<file path="src/rtl/spib_pkg.sv">
package spib_pkg;
  localparam int unsigned ADDR_W = 16;
  localparam int unsigned BYTE_W = 8;
  typedef logic [BYTE_W-1:0] byte_t;

  // Commands whose low seven bits are zero do not notify the processor.
  function automatic logic f_cmd_quiet(input byte_t c);
    return c[6:0] == 7'd0;
  endfunction

  function automatic logic f_in_window(input logic [31:0] a,
                                       input logic [31:0] base,
                                       input logic [31:0] size);
    return (a >= base) && (a < base + size);
  endfunction

  function automatic byte_t f_status(input logic err, input logic par);
    return {6'd0, err, par};
  endfunction
endpackage

</file>
<file path="src/rtl/spib_sync.sv">
module spib_sync #(
  parameter int unsigned STAGES = 2
) (
  input  logic clk,
  input  logic rst_n,
  input  logic cs_n_i,
  input  logic sck_i,
  input  logic mosi_i,
  output logic sck_rise,
  output logic sck_fall,
  output logic cs_fall,
  output logic cs_rise,
  output logic mosi_s
);
  // bit 2: chip-select, bit 1: sck, bit 0: mosi
  logic [2:0] pipe [STAGES];
  logic [2:0] last;
  logic [2:0] cur;

  assign cur = pipe[STAGES-1];

  always_ff @(posedge clk or negedge rst_n) begin
    if (!rst_n) begin
      for (int i = 0; i < STAGES; i++) pipe[i] <= 3'b100;
      last <= 3'b100;
    end else begin
      pipe[0] <= {cs_n_i, sck_i, mosi_i};
      for (int i = 1; i < STAGES; i++) pipe[i] <= pipe[i-1];
      last <= cur;
    end
  end

  assign sck_rise = !cur[2] && cur[1] && !last[1];
  assign sck_fall = !cur[2] && !cur[1] && last[1];
  assign cs_fall  = !cur[2] && last[2];
  assign cs_rise  = cur[2] && !last[2];
  assign mosi_s   = cur[0];
endmodule

</file>
<file path="src/rtl/spib_rx.sv">
module spib_rx import spib_pkg::*; #(
  parameter int unsigned CNT_W = 6
) (
  input  logic             clk,
  input  logic             rst_n,
  input  logic             clear,
  input  logic             shift,
  input  logic             bit_in,
  output logic             byte_done,
  output byte_t            rx_byte,
  output logic [CNT_W-1:0] n_bytes,
  output logic [2:0]       bit_pos,
  output logic             par
);
  localparam logic [CNT_W-1:0] CNT_MAX = '1;
  byte_t sr;

  assign byte_done = shift && (bit_pos == 3'd7);
  assign rx_byte   = {sr[6:0], bit_in};

  always_ff @(posedge clk or negedge rst_n) begin
    if (!rst_n) begin
      sr <= '0; bit_pos <= '0; n_bytes <= '0; par <= 1'b0;
    end else if (clear) begin
      sr <= '0; bit_pos <= '0; n_bytes <= '0; par <= 1'b0;
    end else if (shift) begin
      sr      <= rx_byte;
      par     <= par ^ bit_in;
      bit_pos <= bit_pos + 3'd1;
      if (byte_done && n_bytes != CNT_MAX) n_bytes <= n_bytes + CNT_W'(1);
    end
  end
endmodule

</file>
<file path="src/rtl/spib_tx.sv">
module spib_tx import spib_pkg::*; (
  input  logic  clk,
  input  logic  rst_n,
  input  logic  clear,
  input  logic  load,
  input  byte_t load_val,
  input  logic  shift,
  output logic  miso
);
  byte_t sr;

  always_ff @(posedge clk or negedge rst_n) begin
    if (!rst_n)     sr <= '0;
    else if (clear) sr <= '0;
    else if (load)  sr <= load_val;
    else if (shift) sr <= {sr[6:0], 1'b0};
  end

  assign miso = sr[BYTE_W-1];
endmodule

</file>
<file path="src/rtl/spi_mem_bridge.sv">
module spi_mem_bridge import spib_pkg::*; #(
  parameter int unsigned       SYNC_STAGES = 2,
  parameter int unsigned       CNT_W       = 6,
  parameter logic [ADDR_W-1:0] SAFE_BASE   = 16'h0400,
  parameter int unsigned       SAFE_SIZE   = 16
) (
  input  logic              clk,
  input  logic              rst_n,
  input  logic              spi_cs_n,
  input  logic              spi_sck,
  input  logic              spi_mosi,
  output logic              spi_miso,
  output logic [ADDR_W-1:0] mem_addr,
  output logic [7:0]        mem_wdata,
  output logic              mem_we,
  output logic              mem_re,
  input  logic [7:0]        mem_rdata,
  output logic [7:0]        host_cmd,
  output logic              host_irq,
  output logic [7:0]        host_stat,
  input  logic              dev_ready,
  input  logic              safe_en
);
  localparam logic [CNT_W-1:0] IDX_HI   = CNT_W'(0);
  localparam logic [CNT_W-1:0] IDX_LO   = CNT_W'(1);
  localparam logic [CNT_W-1:0] IDX_CMD  = CNT_W'(2);
  localparam logic [CNT_W-1:0] IDX_STAT = CNT_W'(3);
  localparam logic [CNT_W-1:0] IDX_DATA = CNT_W'(4);

  logic sck_rise, sck_fall, cs_fall, cs_rise, mosi_s;
  logic byte_done, rx_par;
  byte_t rx_byte;
  logic [CNT_W-1:0] n_bytes;
  logic [2:0] bit_pos;

  byte_t hdr_hi, hdr_lo, cmd_q, status_q, pref_q, cmd_reg, tx_val;
  logic is_rd, rdy_err, rd_pend, irq_q;
  logic [ADDR_W-1:0] ptr_q, hdr_addr;

  // named events, observed by the bound checker
  logic end_evt, wr_fire, rd_fire, win_ok, cmd_take, frame_err, short_err;
  logic tx_load, tx_shift;

  spib_sync #(.STAGES(SYNC_STAGES)) u_sync (
    .clk(clk), .rst_n(rst_n), .cs_n_i(spi_cs_n), .sck_i(spi_sck), .mosi_i(spi_mosi),
    .sck_rise(sck_rise), .sck_fall(sck_fall), .cs_fall(cs_fall), .cs_rise(cs_rise),
    .mosi_s(mosi_s)
  );

  spib_rx #(.CNT_W(CNT_W)) u_rx (
    .clk(clk), .rst_n(rst_n), .clear(cs_fall), .shift(sck_rise), .bit_in(mosi_s),
    .byte_done(byte_done), .rx_byte(rx_byte), .n_bytes(n_bytes), .bit_pos(bit_pos),
    .par(rx_par)
  );

  spib_tx u_tx (
    .clk(clk), .rst_n(rst_n), .clear(cs_fall), .load(tx_load), .load_val(tx_val),
    .shift(tx_shift), .miso(spi_miso)
  );

  assign hdr_addr  = {hdr_hi, hdr_lo};
  assign end_evt   = cs_rise;
  assign frame_err = (bit_pos != 3'd0);
  assign short_err = (n_bytes == IDX_CMD);
  assign win_ok    = !safe_en || f_in_window(32'(ptr_q), 32'(SAFE_BASE), 32'(SAFE_SIZE));
  assign wr_fire   = byte_done && !is_rd && (n_bytes >= IDX_DATA) && dev_ready && win_ok;
  assign rd_fire   = byte_done && (((n_bytes == IDX_CMD) && rx_byte[7]) ||
                                   ((n_bytes >= IDX_STAT) && is_rd));
  assign cmd_take  = end_evt && ((n_bytes == IDX_LO) ||
                                 ((n_bytes > IDX_CMD) && !f_cmd_quiet(cmd_q)));

  // The status byte is loaded when the command byte completes; after that
  // each byte boundary loads prefetched data (read) or zero (write).
  assign tx_load  = byte_done && (n_bytes >= IDX_CMD);
  assign tx_val   = (n_bytes == IDX_CMD) ? status_q : (is_rd ? pref_q : '0);
  assign tx_shift = sck_fall && (bit_pos != 3'd0);

  always_ff @(posedge clk or negedge rst_n) begin
    if (!rst_n) begin
      hdr_hi <= '0; hdr_lo <= '0; cmd_q <= '0; status_q <= '0; pref_q <= '0;
      cmd_reg <= '0; is_rd <= 1'b0; rdy_err <= 1'b0; rd_pend <= 1'b0; irq_q <= 1'b0;
      ptr_q <= '0; mem_addr <= '0; mem_wdata <= '0; mem_we <= 1'b0; mem_re <= 1'b0;
    end else begin
      mem_we  <= 1'b0;
      mem_re  <= 1'b0;
      irq_q   <= 1'b0;
      rd_pend <= mem_re;
      if (rd_pend) pref_q <= mem_rdata;

      if (cs_fall) begin
        is_rd   <= 1'b0;
        rdy_err <= 1'b0;
      end

      if (byte_done) begin
        if (!dev_ready) rdy_err <= 1'b1;
        if (n_bytes == IDX_HI) hdr_hi <= rx_byte;
        if (n_bytes == IDX_LO) hdr_lo <= rx_byte;
        if (n_bytes == IDX_CMD) begin
          cmd_q <= rx_byte;
          is_rd <= rx_byte[7];
          ptr_q <= rx_byte[7] ? hdr_addr + ADDR_W'(1) : hdr_addr;
        end
        if (n_bytes >= IDX_STAT && is_rd)  ptr_q <= ptr_q + ADDR_W'(1);
        if (n_bytes >= IDX_DATA && !is_rd) ptr_q <= ptr_q + ADDR_W'(1);
        if (rd_fire) begin
          mem_re   <= 1'b1;
          mem_addr <= (n_bytes == IDX_CMD) ? hdr_addr : ptr_q;
        end
        if (wr_fire) begin
          mem_we    <= 1'b1;
          mem_addr  <= ptr_q;
          mem_wdata <= rx_byte;
        end
      end

      if (end_evt) begin
        status_q <= f_status(frame_err || rdy_err || short_err, rx_par);
        if (cmd_take) begin
          cmd_reg <= (n_bytes == IDX_LO) ? hdr_hi : cmd_q;
          irq_q   <= 1'b1;
        end
      end
    end
  end

  assign host_cmd  = cmd_reg;
  assign host_irq  = irq_q;
  assign host_stat = status_q;
endmodule

</file>
<file path="config.mk">
export PLATFORM = sky130hd
export DESIGN_NAME = spi_mem_bridge
export DESIGN_NICKNAME = d
export VERILOG_FILES = /design/src/rtl/spib_pkg.sv /design/src/rtl/spib_sync.sv /design/src/rtl/spib_rx.sv /design/src/rtl/spib_tx.sv /design/src/rtl/spi_mem_bridge.sv
export SDC_FILE = /design/constraint.sdc
export NUM_CORES = 1
export LEC_CHECK = 0
export ABC_AREA = 1
export ABC_CLOCK_PERIOD_IN_PS = 2400
export BUFFER_PORTS_ARGS = -buffer_cell sky130_fd_sc_hd__buf_2
export CORE_MARGIN = 2
export CORE_UTILIZATION = 46
export DETAILED_ROUTE_END_ITERATION = 10
export PLACE_DENSITY_LB_ADDON = 0.1
export REMOVE_ABC_BUFFERS = 1
export SLEW_MARGIN = 20
export SYNTH_ARGS = -nofsm -noshare
export SYNTH_HDL_FRONTEND = slang
export SYNTH_SLANG_ARGS = --single-unit
export TNS_END_PERCENT = 5
</file>
<file path="constraint.sdc">
create_clock -name clk -period 2.4 [get_ports clk]
set_clock_uncertainty 0.15 [all_clocks]
set_input_delay 0.12 -clock clk [delete_from_list [all_inputs] [get_ports clk]]
set_output_delay 0.12 -clock clk [all_outputs]
set_load 0.01 [all_outputs]
</file>
Yosys cells after proc, flatten, opt, wreduce, memory -nomap -nowiden
Cells that the tools add are included.
Storage, ports and cells
  output and inout bits: 44
  word-level logic and storage cells: 121
  register bits after elaboration: 122
  input port bits: 15
Operators by class
  add/subtract/negate cells: 4
  eq/ne operators: 4
  $lt $le $gt $ge: 6
  muxes and demuxes: 34
  reduce and logical (&&, ||, !) cells: 49
  bitwise gates (word level): 1
Operators by type and width (number)
  16-bit 2-to-1 mux: 7
  8-bit 2-to-1 mux: 6
  16-bit by 1-bit adder with 16-bit output, second input constant: 2
  1-bit logical AND: 21
  6-bit 2-to-1 mux: 3
  16-bit by 11-bit >= comparator with 1-bit output, second input constant: 1
  16-bit by 11-bit < comparator with 1-bit output, second input constant: 1
  2-bit AND reduction: 8
  1-bit 2-to-1 mux: 14
  7-bit 2-to-1 mux: 2
  6-bit by 2-bit >= comparator with 1-bit output, second input constant: 2
  3-bit nonzero test: 3
  1-bit zero test: 7
  7-bit zero test: 1
  6-bit by 1-bit adder with 6-bit output, second input constant: 1
  6-bit by 1-bit == test with 1-bit output, second input constant: 1
  6-bit by 2-bit == test with 1-bit output, second input constant: 1
  6-bit by 3-bit >= comparator with 1-bit output, second input constant: 1
  6-bit by 2-bit greater-than comparator with 1-bit output, second input constant: 1
  6-bit zero test: 1
  3-bit 2-to-1 mux: 2
  6-bit inequality test, second input constant: 1
  2-bit nonzero test: 3
  1-bit logical OR: 5
  other kinds (3): 3

Depth between registers and ports, before layout
Gate-level depths: netlist of run 1.
  depth after elaboration: 10
  depth in mapped cells: 11
  gate-level depth less buffers: 11

By module
Synthesis of run 1 repeated with hierarchy kept, for this count alone.
Second synthesis, totals
  cells, all modules: 794
  area, all modules: 6233.5 um2
Modules (own cells, without submodules)
  spi_mem_bridge: seq. area each 2202.1 um2, instances 1, cells an instance 619, area an instance 4704.5 um2
  spib_rx: seq. area each 425.4 um2, instances 1, cells an instance 100, area an instance 858.3 um2
  spib_tx: seq. area each 200.2 um2, instances 1, cells an instance 58, area an instance 430.4 um2
  spib_sync: seq. area each 203.9 um2, instances 1, cells an instance 17, area an instance 240.2 um2

Least setup slack after synthesis of run 1
Ideal clock, no wire load.
  path type: flip-flop to flip-flop
  from: register u_rx.n_bytes[0]
  to: register mem_addr[10]
  slack: 0.568 ns
  path buffers: 1
  clock period less this slack: 1.832 ns
  cell stages (with the launch flop): 11
  arrival time: 1.565 ns
  required time: 2.134 ns
  library setup time: 0.116 ns
  cells stage by stage: dfrtp_1 > inv_1 > ha_1 > inv_1 > nor2_8 > nand2_4 > nor2_8 > nor2_8 > buf_4 > nand3_1 > nand2_1
Between the ends
  longest elaborated chain between the ends: 6
  elaborated cells between the ends (all ways): 15
  classes of those cells: order compare (2); eq/ne (1); mux (3); reduce/logical (9)
Ends and longest elaborated chain
  start: declaration: line spib_rx.sv:11  | output logic [CNT_W-1:0] n_bytes,
  start signal: assignment: line spib_rx.sv:30  | if (byte_done && n_bytes != CNT_MAX) n_bytes <= n_bytes + CNT_W'(1);
  6-bit by 3-bit >= comparator with 1-bit output (tied with other cells): line spi_mem_bridge.sv:66  | assign wr_fire = byte_done && !is_rd && (n_bytes >= IDX_DATA) && dev_ready && win_ok;
  1-bit logical AND, on equally long branches: line spi_mem_bridge.sv:66, spi_mem_bridge.sv:67, spi_mem_bridge.sv:68
  1-bit logical AND / 1-bit logical OR (equally long branches): line spi_mem_bridge.sv:66, spi_mem_bridge.sv:67
  1-bit logical AND, on equally long branches: line spi_mem_bridge.sv:66, spi_mem_bridge.sv:67
  2-bit nonzero test (no line)
  2-bit AND reduction (no line)
  end signal: assignment: line spi_mem_bridge.sv:108  | mem_addr <= (n_bytes == IDX_CMD) ? hdr_addr : ptr_q;
  end signal: assignment: line spi_mem_bridge.sv:112  | mem_addr <= ptr_q;
  end: declaration: line spi_mem_bridge.sv:13  | output logic [ADDR_W-1:0] mem_addr,
Several ways; a longest one is shown, not always the timed one. The select of a mux whose other input is x is not followed.
A chain may end at the register's enable or synchronous reset.

Worst setup path in the final report of run 1
  from: register u_rx.n_bytes[0]
  to: register mem_addr[14]
The elaborated chain is that of the path after synthesis.

==> results of run 1 <==
[logic make-up (layout without fill, tap and decap cells)]
family,Yosys count,in the layout,share of synthesized area (%)
flip-flops,121,121,48.6
XOR/XNOR,14,14,1.97
other,1,6,0.0602
buffers and inverters,94,175,6.95
adder cells (fa/ha/maj),10,10,2.01
AO/OA/AOI/OAI,114,114,9.68
AND/OR/NAND/NOR,415,415,29.4
multiplexers,7,7,1.26
[cell type report]
cell class	instances	area (µm²)
clock inverters	8	144
inverters	67	256
repair buffers	76	500
well taps	176	220
fillers	1265	5820
flip-flops and latches	121	3030
clock buffers	24	482
multi-input cells	566	2790
[path summary, 6_finish.rpt]
| kind | slack, ns | cells past startpoint | start | to |
|---|---|---|---|---|
| setup / recovery | 0.28 | 10 | u_rx.n_bytes[0]$_DFFE_PN0P_ | mem_addr[14]$_DFFE_PN0P_ |
| hold / removal | 0.08 | 2 | rst_n | mem_addr[2]$_DFFE_PN0P_ |
| setup reg to reg | 0.28 | 10 | u_rx.n_bytes[0]$_DFFE_PN0P_ | mem_addr[14]$_DFFE_PN0P_ |
| hold reg to reg | 0.20 | 0 | u_sync.pipe[3]$_DFF_PN0_ | u_sync.cur[0]$_DFF_PN0_ |
| max in group asynchronous | 1.36 | 3 | rst_n | ptr_q[13]$_DFFE_PN0P_ |
| min in group clk | 0.19 | 2 | spi_cs_n | u_sync.pipe[5]$_DFF_PN1_ |
[where the power goes]
group,switching (mW),internal (mW),total (mW)
Combinational,0.100,0.0514,0.152
Sequential,0.0143,2.06,2.08
Clock,0.883,1.82,2.70
[state kept, by name, indices dropped and copies added, names as in the netlist, 2 cells and up]
register      flops
cmd_q             8
hdr_hi            8
hdr_lo            8
host_cmd          8
host_stat         2
mem_addr         16
mem_wdata         8
pref_q            8
ptr_q            16
u_rx.bit_pos      3
u_rx.n_bytes      6
u_rx.sr           7
u_sync.cur        3
u_sync.last       2
u_sync.pipe       3
u_tx.sr           8
[cells in the final DEF, fill, tap and decap left out, types with 4 or more instances in the layout]
cell type / count
inv_1: 61
nand3_1: 74
buf_4: 10
o21ai_0: 84
inv_2: 4
a21oi_1: 7
dlygate4sd3_1: 13
xor2_1: 11
clkbuf_16: 17
clkbuf_1: 4
nand2_1: 259
nor2_1: 45
nand4_1: 9
dfrtp_1: 118
ha_1: 10
bufinv_16: 4
mux2_2: 7
nor2_2: 5
buf_2: 51
o21ai_1: 12
nand2_4: 4
conb_1: 6
[per-layer routing]
metal	vias up	routed length [µm]
met2	142	7400
met3	24	638
met4	0	321
li1	2649	-
met5	-	0
met1	2552	7360
[Yosys cell counts, types with 4 or more instances]
cell type,count
a21oi_1,7
ha_1,10
nand3_1,74
inv_2,4
nand2_1,259
nand2_4,4
nor2_1,45
clkbuf_1,7
nand4_1,9
xor2_1,11
mux2_2,7
nor2_2,5
o21ai_0,84
inv_1,61
o21ai_1,12
buf_4,11
dfrtp_1,118
buf_2,6
==> flow_summary.json, run 1 <==
{
  "finalCriticalPeriod_ns": 2.12,
  "tightest_slew_ns": 0.582,
  "cts_sinks": 121,
  "finalCritPeriodShare_pct": 88.4,
  "start_util_pct": 47.1,
  "synth_seq_area_share_pct": 48.6,
  "vias": 5367,
  "hpwl_mm": 11.4,
  "status": "completed",
  "slew_violations": 0,
  "ant_nets": 0,
  "antenna_found_initial": 0,
  "crit_family": "simple AND/OR/NAND/NOR gates",
  "synth.avg_cell_area_um2": 8.03,
  "use_met1_pct": 31.5,
  "grt_max_degree": 39,
  "synth.area.top_cells": "dfrtp_1 (47%), nand2_1 (16%), o21ai_0 (6.7%)",
  "synth_top_cell_by_area": "dfrtp_1",
  "post-place-cells": 993,
  "hold_viol_final": 0,
  "fmax_mhz": 471,
  "root_buffer": "clkbuf_16",
  "postLayoutCellArea_mm2": 0.00742,
  "setup.worst_path.start_class": "flop",
  "rsz0062_at_grt": "no",
  "cts_tree": "done",
  "worstSetupPathType": "flop to flop",
  "critPathMostFrequentCell": "nor2_8",
  "final_util_pct": 56.0,
  "n_antenna_cell": 0,
  "end_kind": "flop",
  "setup_violations": 0,
  "syn_inst": 776,
  "synth_largest_type_area_fraction_pct": 47.4,
  "globalRouteOverflowTotal": 0,
  "fin_ws_ns": 0.279,
  "die_w_um": 120,
  "cts_buffers": 17,
  "synth-seq-cells": 121,
  "holdCritPathClass": "input port to asynchronous set/reset pin",
  "core_mm2": 0.0132,
  "instances_no_fill": 1038,
  "busiest_layer": "met2",
  "yosysUniqueCellTypes": 40,
  "grt_usage_pct": 23.3,
  "hold_ws_ns": 0.0836,
  "crit_path_cell_trace": "inv_1, ha_1, inv_1, nor2_8, nand2_4, nor2_8, nor2_8, nand2_8, nand2_1, nand2_1",
  "insertion_delay_ns": 0.42,
  "rows": 42,
  "holdBufCountCts": 13,
  "syn_area_mm2": 0.00623,
  "cp.required_ns": 2.56,
  "die_h_um": 120,
  "drt_iter0_drc": 457,
  "drt-pass1-iter-count": 5,
  "place.port_buffers": 52,
  "arrival_ns": 2.28,
  "io-pin-count": 59,
  "critPathMaxFanout": 18,
  "slew_headroom_pct": 61.2,
  "drive_gt1_share_pct": 15.3,
  "dieArea_mm2": 0.0145,
  "async_flop_share_pct": 100,
  "met3_usage_pct": 5.47,
  "synthFlopType": "dfrtp_1",
  "cp.buffers_inverters": 2,
  "via_per_inst": 5.17,
  "htreeDepth": 4,
  "pre_cts_ws_ns": 0.302,
  "post_cts_resized": 0,
  "routedWlPerCell_um": 15.1,
  "yosysWarnings": 0,
  "leakage_nw": 3.69,
  "power_density_mw_per_mm2": 664,
  "drc": 0,
  "max_stage_delay_ns": 0.42,
  "fin_setup_tns_ns": 0,
  "cts_setup_buffers": 0,
  "clk_path_buf_depth": 2,
  "synth_edf_count": 0,
  "cp_slowest_cell": "dfrtp_1",
  "gr-usage-met2_pct": 36.8,
  "maxCapViolations": 0,
  "areaGrowthSynthToFinish_pct": 19.1,
  "layout.nets": 874,
  "clkSlewWorstSetupHoldPaths_ns": 0.05,
  "gp_congestion": 0.916,
  "place_area_mm2": 0.00667,
  "grt_pass1_wl_mm": 26.1,
  "ir_worst_vdd_mv": 0.717,
  "power_mw": 4.93,
  "routed_wl_mm": 15.7,
  "grt_pass1_vias": 5066
}
No activity file was read; power rests on OpenSTA's default activity.
==> run 2: changes to the inputs <==
Settings changed: CELL_PAD_IN_SITES_DETAIL_PLACEMENT from default to 1, CELL_PAD_IN_SITES_GLOBAL_PLACEMENT from default to 1, CORE_UTILIZATION 46 to 44.
==> run 2 against run 1 <==
  * Highest routed layer unchanged
  * Sequential power barely moved
  * Final area is 0.35% lower
  * Flip-flop and latch count stayed put
  * Largest cell class unchanged
  * Clock-buffer cell count shrank 6
  * Core utilization down 2.8 points
  * First-iteration DRC count fell by 27%
  * Combinational power grew 3%
  * Sequential share of layout area up 0.15 points
  * Clock power is 10% lower
==> flow_summary.json, run 2 (same netlist as run 1, synthesis figures left out) <==
{
  "rr_endpoint": "mem_addr[13]$_DFFE_PN0P_",
  "vias": 5546,
  "worstSetupPathType": "flop to flop",
  "areaGrowthSynthToFinish_pct": 18.7,
  "grt_pass1_wl_mm": 31.1,
  "instances_no_fill": 1045,
  "switching_share_pct": 23.5,
  "multi_input_area_mm2": 0.00279,
  "fin_ws_ns": 0.241,
  "antenna_found_initial": 0,
  "die_w_um": 123,
  "setup_violations": 0,
  "via_per_inst": 5.31,
  "globalRouteOverflowTotal": 0,
  "grt_pass1_vias": 5928,
  "place.port_buffers": 52,
  "post-place-cells": 1001,
  "setup.worst_path.start_class": "flop",
  "cts_tree": "done",
  "rr_worst_depth": 10,
  "drive_gt1_share_pct": 16.1,
  "holdCritPathClass": "input port to asynchronous set/reset pin",
  "arrival_ns": 2.31,
  "rrSetupSlack_ns": 0.24,
  "start_util_pct": 44.9,
  "leakage_nw": 3.68,
  "postLayoutCellArea_mm2": 0.00739,
  "slew_headroom_pct": 50.3,
  "p_seq_share_pct": 44.5,
  "place_area_mm2": 0.00670,
  "drt_iter0_drc": 335,
  "p_comb_share_pct": 3.4,
  "setup.worst_path.end": "mem_addr[13]$_DFFE_PN0P_",
  "finalCritPeriodShare_pct": 90.0,
  "cp-startpoint": "u_rx.bit_pos[0]$_DFFE_PN0P_",
  "layout_commonest_cell": "nand2_1",
  "clkSlewWorstSetupHoldPaths_ns": 0.06,
  "insertion_delay_ns": 0.42,
  "fin_setup_tns_ns": 0,
  "n_antenna_cell": 0,
  "drt-pass1-iter-count": 5,
  "maxCapViolations": 0,
  "crit-reg2reg-launch": "u_rx.bit_pos[0]$_DFFE_PN0P_",
  "dieArea_mm2": 0.0151,
  "layout.nets": 878,
  "power_mw": 4.66,
  "gp_congestion": 0.912,
  "pre_cts_ws_ns": 0.247,
  "power_density_mw_per_mm2": 630,
  "grt_max_degree": 53,
  "rsz0062_at_grt": "no",
  "p_switching_mw": 1.10,
  "cp.required_ns": 2.55,
  "rows": 43,
  "fmax_mhz": 463,
  "cts_setup_buffers": 0,
  "end_kind": "flop",
  "drc": 0,
  "seqCellArea_mm2": 0.00303,
  "cts_sinks": 121,
  "critPathMaxFanout": 18,
  "root_buffer": "clkbuf_16",
  "slew_violations": 0,
  "ant_nets": 0,
  "clk_path_buf_depth": 2,
  "ir_worst_vdd_mv": 0.528,
  "fill_cells": 1714,
  "routed_wl_mm": 19.1,
  "tightest_slew_ns": 0.746,
  "core_mm2": 0.0139,
  "cts_buffers": 17,
  "hpwl_mm": 13.5,
  "htreeDepth": 4,
  "grt_usage_pct": 27.2,
  "status": "completed",
  "power.internal_mw": 3.56,
  "die_h_um": 123,
  "clkPwrFrac_pct": 52.1,
  "io-pin-count": 59,
  "hold_viol_final": 0,
  "largestRegisters": "mem_addr (16), ptr_q (16)",
  "finalCriticalPeriod_ns": 2.16,
  "routedWlPerCell_um": 18.2,
  "layout_common_cells": "nand2_1 (259), dfrtp_1 (118), o21ai_0 (84), nand3_1 (74), inv_1 (61)"
}
## run 2: cell count changes in the layout (fill, tap and decap cells not counted), sizes merged
cell      previous run  this run
clkbuf              24        18
bufinv               4         1
clkinv               4         9
clkinvlp             0         2
inv                 67        68
buf                 63        67
## run 2: through the flow
stage	hold slack [ns]	util [%]
after CTS	0.179	53.3
after global routing	0.197	53.3
after detailed placement	0.0778	48.3
after global placement	0.0693	48.3
final	0.149	53.3
after floorplan	-0.326	-
## run 2: timing repair
| item | 4_1_cts | 5_1_grt |
|---|---|---|
| resized for setup | 0 | 0 |
| endpoints found under the hold margin | 60 | 0 |
| setup endpoints to repair | 0 | 0 |
| hold buffers | 13 | 0 |
## run 2: worst max-delay path: stages, from the launching register on
cell     delay [ns]
dfrtp_1        0.38
ha_1           0.21
ha_1           0.23
inv_1          0.11
nor2_4         0.06
nand2_4        0.19
nor2_8         0.06
nor2_8         0.33
nand2_8        0.15
nand2_1        0.09
nand2_1        0.05
## run 2: routing by layer
layer	share of wire [%]	GRT usage, %
met5	0	0
met4	2.9	10.5
met3	2.6	5.35
met2	53	49.0
met1	41	31.9
## run 2: final cells by class
class                           instances  area share [%]
Sequential cell                       121            41.0
Inverter                               67            3.47
Clock inverter                         13            1.69
Timing Repair Buffer                   80            7.17
Tap cell                              180            3.05
Clock buffer                           18            5.94
Multi-Input combinational cell        566            37.7
## run 2: how the worst min path moves through the flow
stage,end,cells after the start
2_1_floorplan,cmd_q[0]$_DFFE_PN0P_,0
3_3_place_gp,mem_addr[3]$_DFFE_PN0P_,1
3_5_place_dp,mem_addr[4]$_DFFE_PN0P_,1
4_1_cts,mem_addr[14]$_DFFE_PN0P_,2
5_1_grt,u_sync.pipe[5]$_DFF_PN1_,2
6_report,mem_addr[1]$_DFFE_PN0P_,2
## run 2: power groups by stage
stage,registers [mW],logic (mW),clock network [mW]
finish,2.08,0.157,2.43
global route,2.08,0.179,2.56
CTS,2.08,0.161,2.47
detailed placement,2.11,0.143,0
global placement,2.11,0.139,0
floorplan,2.11,0.0467,0
==> run 3: changes to the inputs <==
Settings changed: ABC_AREA 1 to default, CORE_UTILIZATION 44 to 47.
==> run 3 against run 2 <==
  * Fmax decreased by 8.2%
  * Combinational power decreased by 6%
  * Worst setup slack got worse by 0.19 ns
  * Clock power increased by 9.9%
  * Synthesized cell count decreased by 26%
  * Wire length decreased by 13%
  * Sequential share of layout area increased by 0.18 points
  * Core utilization increased by 5.3 points
  * Die area decreased by 9.4%
==> flow_summary.json, run 3 <==
{
  "cts_buffers": 17,
  "n_antenna_cell": 0,
  "place.port_buffers": 52,
  "hpwl_mm": 11.6,
  "yosysUniqueCellTypes": 65,
  "setup_violations": 0,
  "layout_commonest_cell": "dfrtp_1",
  "routedWlPerCell_um": 19.7,
  "cp.required_ns": 2.56,
  "synth-seq-cells": 121,
  "holdCritPathClass": "input port to asynchronous set/reset pin",
  "start_util_pct": 47.8,
  "grt_usage_pct": 26.5,
  "vias": 4737,
  "pre_cts_ws_ns": 0.0362,
  "finalCritPeriodShare_pct": 98.0,
  "synth_seq_area_share_pct": 50.4,
  "hold_viol_final": 0,
  "power_mw": 4.91,
  "clk_path_buf_depth": 2,
  "cp_slowest_cell": "or4_4",
  "synth_most_common_cell": "dfrtp_1",
  "largestRegisters": "mem_addr (16), ptr_q (16)",
  "slew_violations": 0,
  "final_util_pct": 58.6,
  "rsz0062_at_grt": "yes",
  "synth.area.top_cells": "dfrtp_1 (49%), mux2_2 (7.5%), nand2_1 (7.1%)",
  "synth_edf_count": 0,
  "finalCriticalPeriod_ns": 2.35,
  "io-pin-count": 59,
  "insertion_delay_ns": 0.43,
  "core_mm2": 0.0126,
  "die_w_um": 117,
  "areaGrowthSynthToFinish_pct": 22.5,
  "fmax_mhz": 425,
  "ir_worst_vdd_mv": 0.552,
  "hold_ws_ns": 0.104,
  "drive_gt1_share_pct": 27.7,
  "clkSlewWorstSetupHoldPaths_ns": 0.05,
  "die_h_um": 117,
  "worstSetupPathType": "flop to flop",
  "setup.worst_path.start_class": "flop",
  "routed_wl_mm": 16.6,
  "layout_common_cells": "dfrtp_1 (117), nand2_1 (113), buf_2 (51), mux2_2 (40), buf_4 (31)",
  "ant_nets": 0,
  "end_kind": "flop",
  "fin_ws_ns": 0.0487,
  "layout.nets": 686,
  "ys_top_cells_by_count": "dfrtp_1 (118), nand2_1 (113), mux2_2 (40)",
  "grt_pass1_wl_mm": 27.3,
  "grt_pass1_vias": 5067,
  "rows": 41,
  "gp_congestion": 0.855,
  "arrival_ns": 2.51,
  "synth_largest_type_area_fraction_pct": 49.1,
  "syn_area_mm2": 0.00601,
  "htreeDepth": 4,
  "antenna_found_initial": 0,
  "syn_inst": 571,
  "power_density_mw_per_mm2": 666,
  "max_stage_delay_ns": 0.62,
  "drt-pass1-iter-count": 4,
  "dieArea_mm2": 0.0137,
  "synth_top_cell_by_area": "dfrtp_1",
  "globalRouteOverflowTotal": 0,
  "fin_setup_tns_ns": 0,
  "status": "completed",
  "root_buffer": "clkbuf_16",
  "leakage_nw": 3.58,
  "maxCapViolations": 0,
  "critPathMaxFanout": 16,
  "drc": 0,
  "yosysWarnings": 0,
  "via_per_inst": 5.60,
  "tightest_slew_ns": 0.668,
  "synth.avg_cell_area_um2": 10.5,
  "crit_path_cell_trace": "or4_4, o21ai_4, a21oi_4, nor2_8, mux2_2",
  "slew_headroom_pct": 55.1,
  "cts_sinks": 121,
  "drt_iter0_drc": 265,
  "grt_max_degree": 46,
  "synthFlopType": "dfrtp_1",
  "cts_tree": "done",
  "async_flop_share_pct": 100
}
-- run 3: area by class of cell --
type                    instances  area, µm²
repair buffers                 98        668
well taps                     172        215
multi-input cells             411       2780
fillers                      1355       5200
flip-flops and latches        121       3030
clock inverters                10        141
clock buffers                  22        484
inverters                      12       45.0
-- run 3: power breakdown --
part           switching (mW)  internal (mW)  total [mW]
registers              0.0237           2.06        2.09
clock network           0.931           1.74        2.67
logic                  0.0909         0.0557       0.147
total                    1.05           3.86        4.91
-- run 3: per-layer routing --
metal / track usage (%) / vias to the layer above / routed length [µm]
met4: 9.96 / 0 / 350
met5: 0 / - / 0
li1: - / 2182 / -
met1: 33.8 / 2429 / 7250
met3: 5.30 / 25 / 591
met2: 44.9 / 101 / 8440
-- run 3: timing repair --
item / CTS / global route
endpoints found under the setup margin: 2 / 11
gates resized for setup: 2 / 2
buffers inserted: 0 / 0
hold endpoints to repair: 53 / 0
pin swaps: 0 / 1
hold buffers: 14 / 0
-- run 3: metrics by stage --
stage	instance area, µm²	cells
floorplan	5850	544
finish	7370	846
CTS	7360	846
global placement	6590	800
global route	7370	846
detailed placement	6590	800
-- run 3: worst paths after layout --
kind | from | to | slack, ns | cells past startpoint
max | u_rx.n_bytes[5]$_DFFE_PN0P_ | mem_addr[15]$_DFFE_PN0P_ | 0.05 | 5
min | rst_n | mem_addr[8]$_DFFE_PN0P_ | 0.10 | 2
max reg2reg | u_rx.n_bytes[5]$_DFFE_PN0P_ | mem_addr[15]$_DFFE_PN0P_ | 0.05 | 5
min reg2reg | u_sync.pipe[5]$_DFF_PN1_ | u_sync.cur[2]$_DFF_PN1_ | 0.21 | 0
max in group asynchronous | rst_n | u_sync.last[2]$_DFF_PN1_ | 1.21 | 3
min in group clk | spi_mosi | u_sync.pipe[3]$_DFF_PN0_ | 0.19 | 2
-- run 3: kinds of logic (layout without fill, tap and decap cells) --
family,after synthesis,in the layout,synth area share [%]
XOR/XNOR,21,21,3.06
AO/OA/AOI/OAI,101,101,11.3
AND/OR/NAND/NOR,214,214,17.8
buffers and inverters,44,142,3.83
other,1,6,0.0624
flip-flops,121,121,50.4
multiplexers,59,59,11.5
adder cells (fa/ha/maj),10,10,2.08
-- run 3: worst max-delay path: cells and delay by family (launching register included) --
family / cells / cell delay [ns]
muxes: 1 / 0.39
DFF: 1 / 0.42
AOI/OAI and AO/OA: 2 / 0.31
and+or+nand+nor: 2 / 0.95
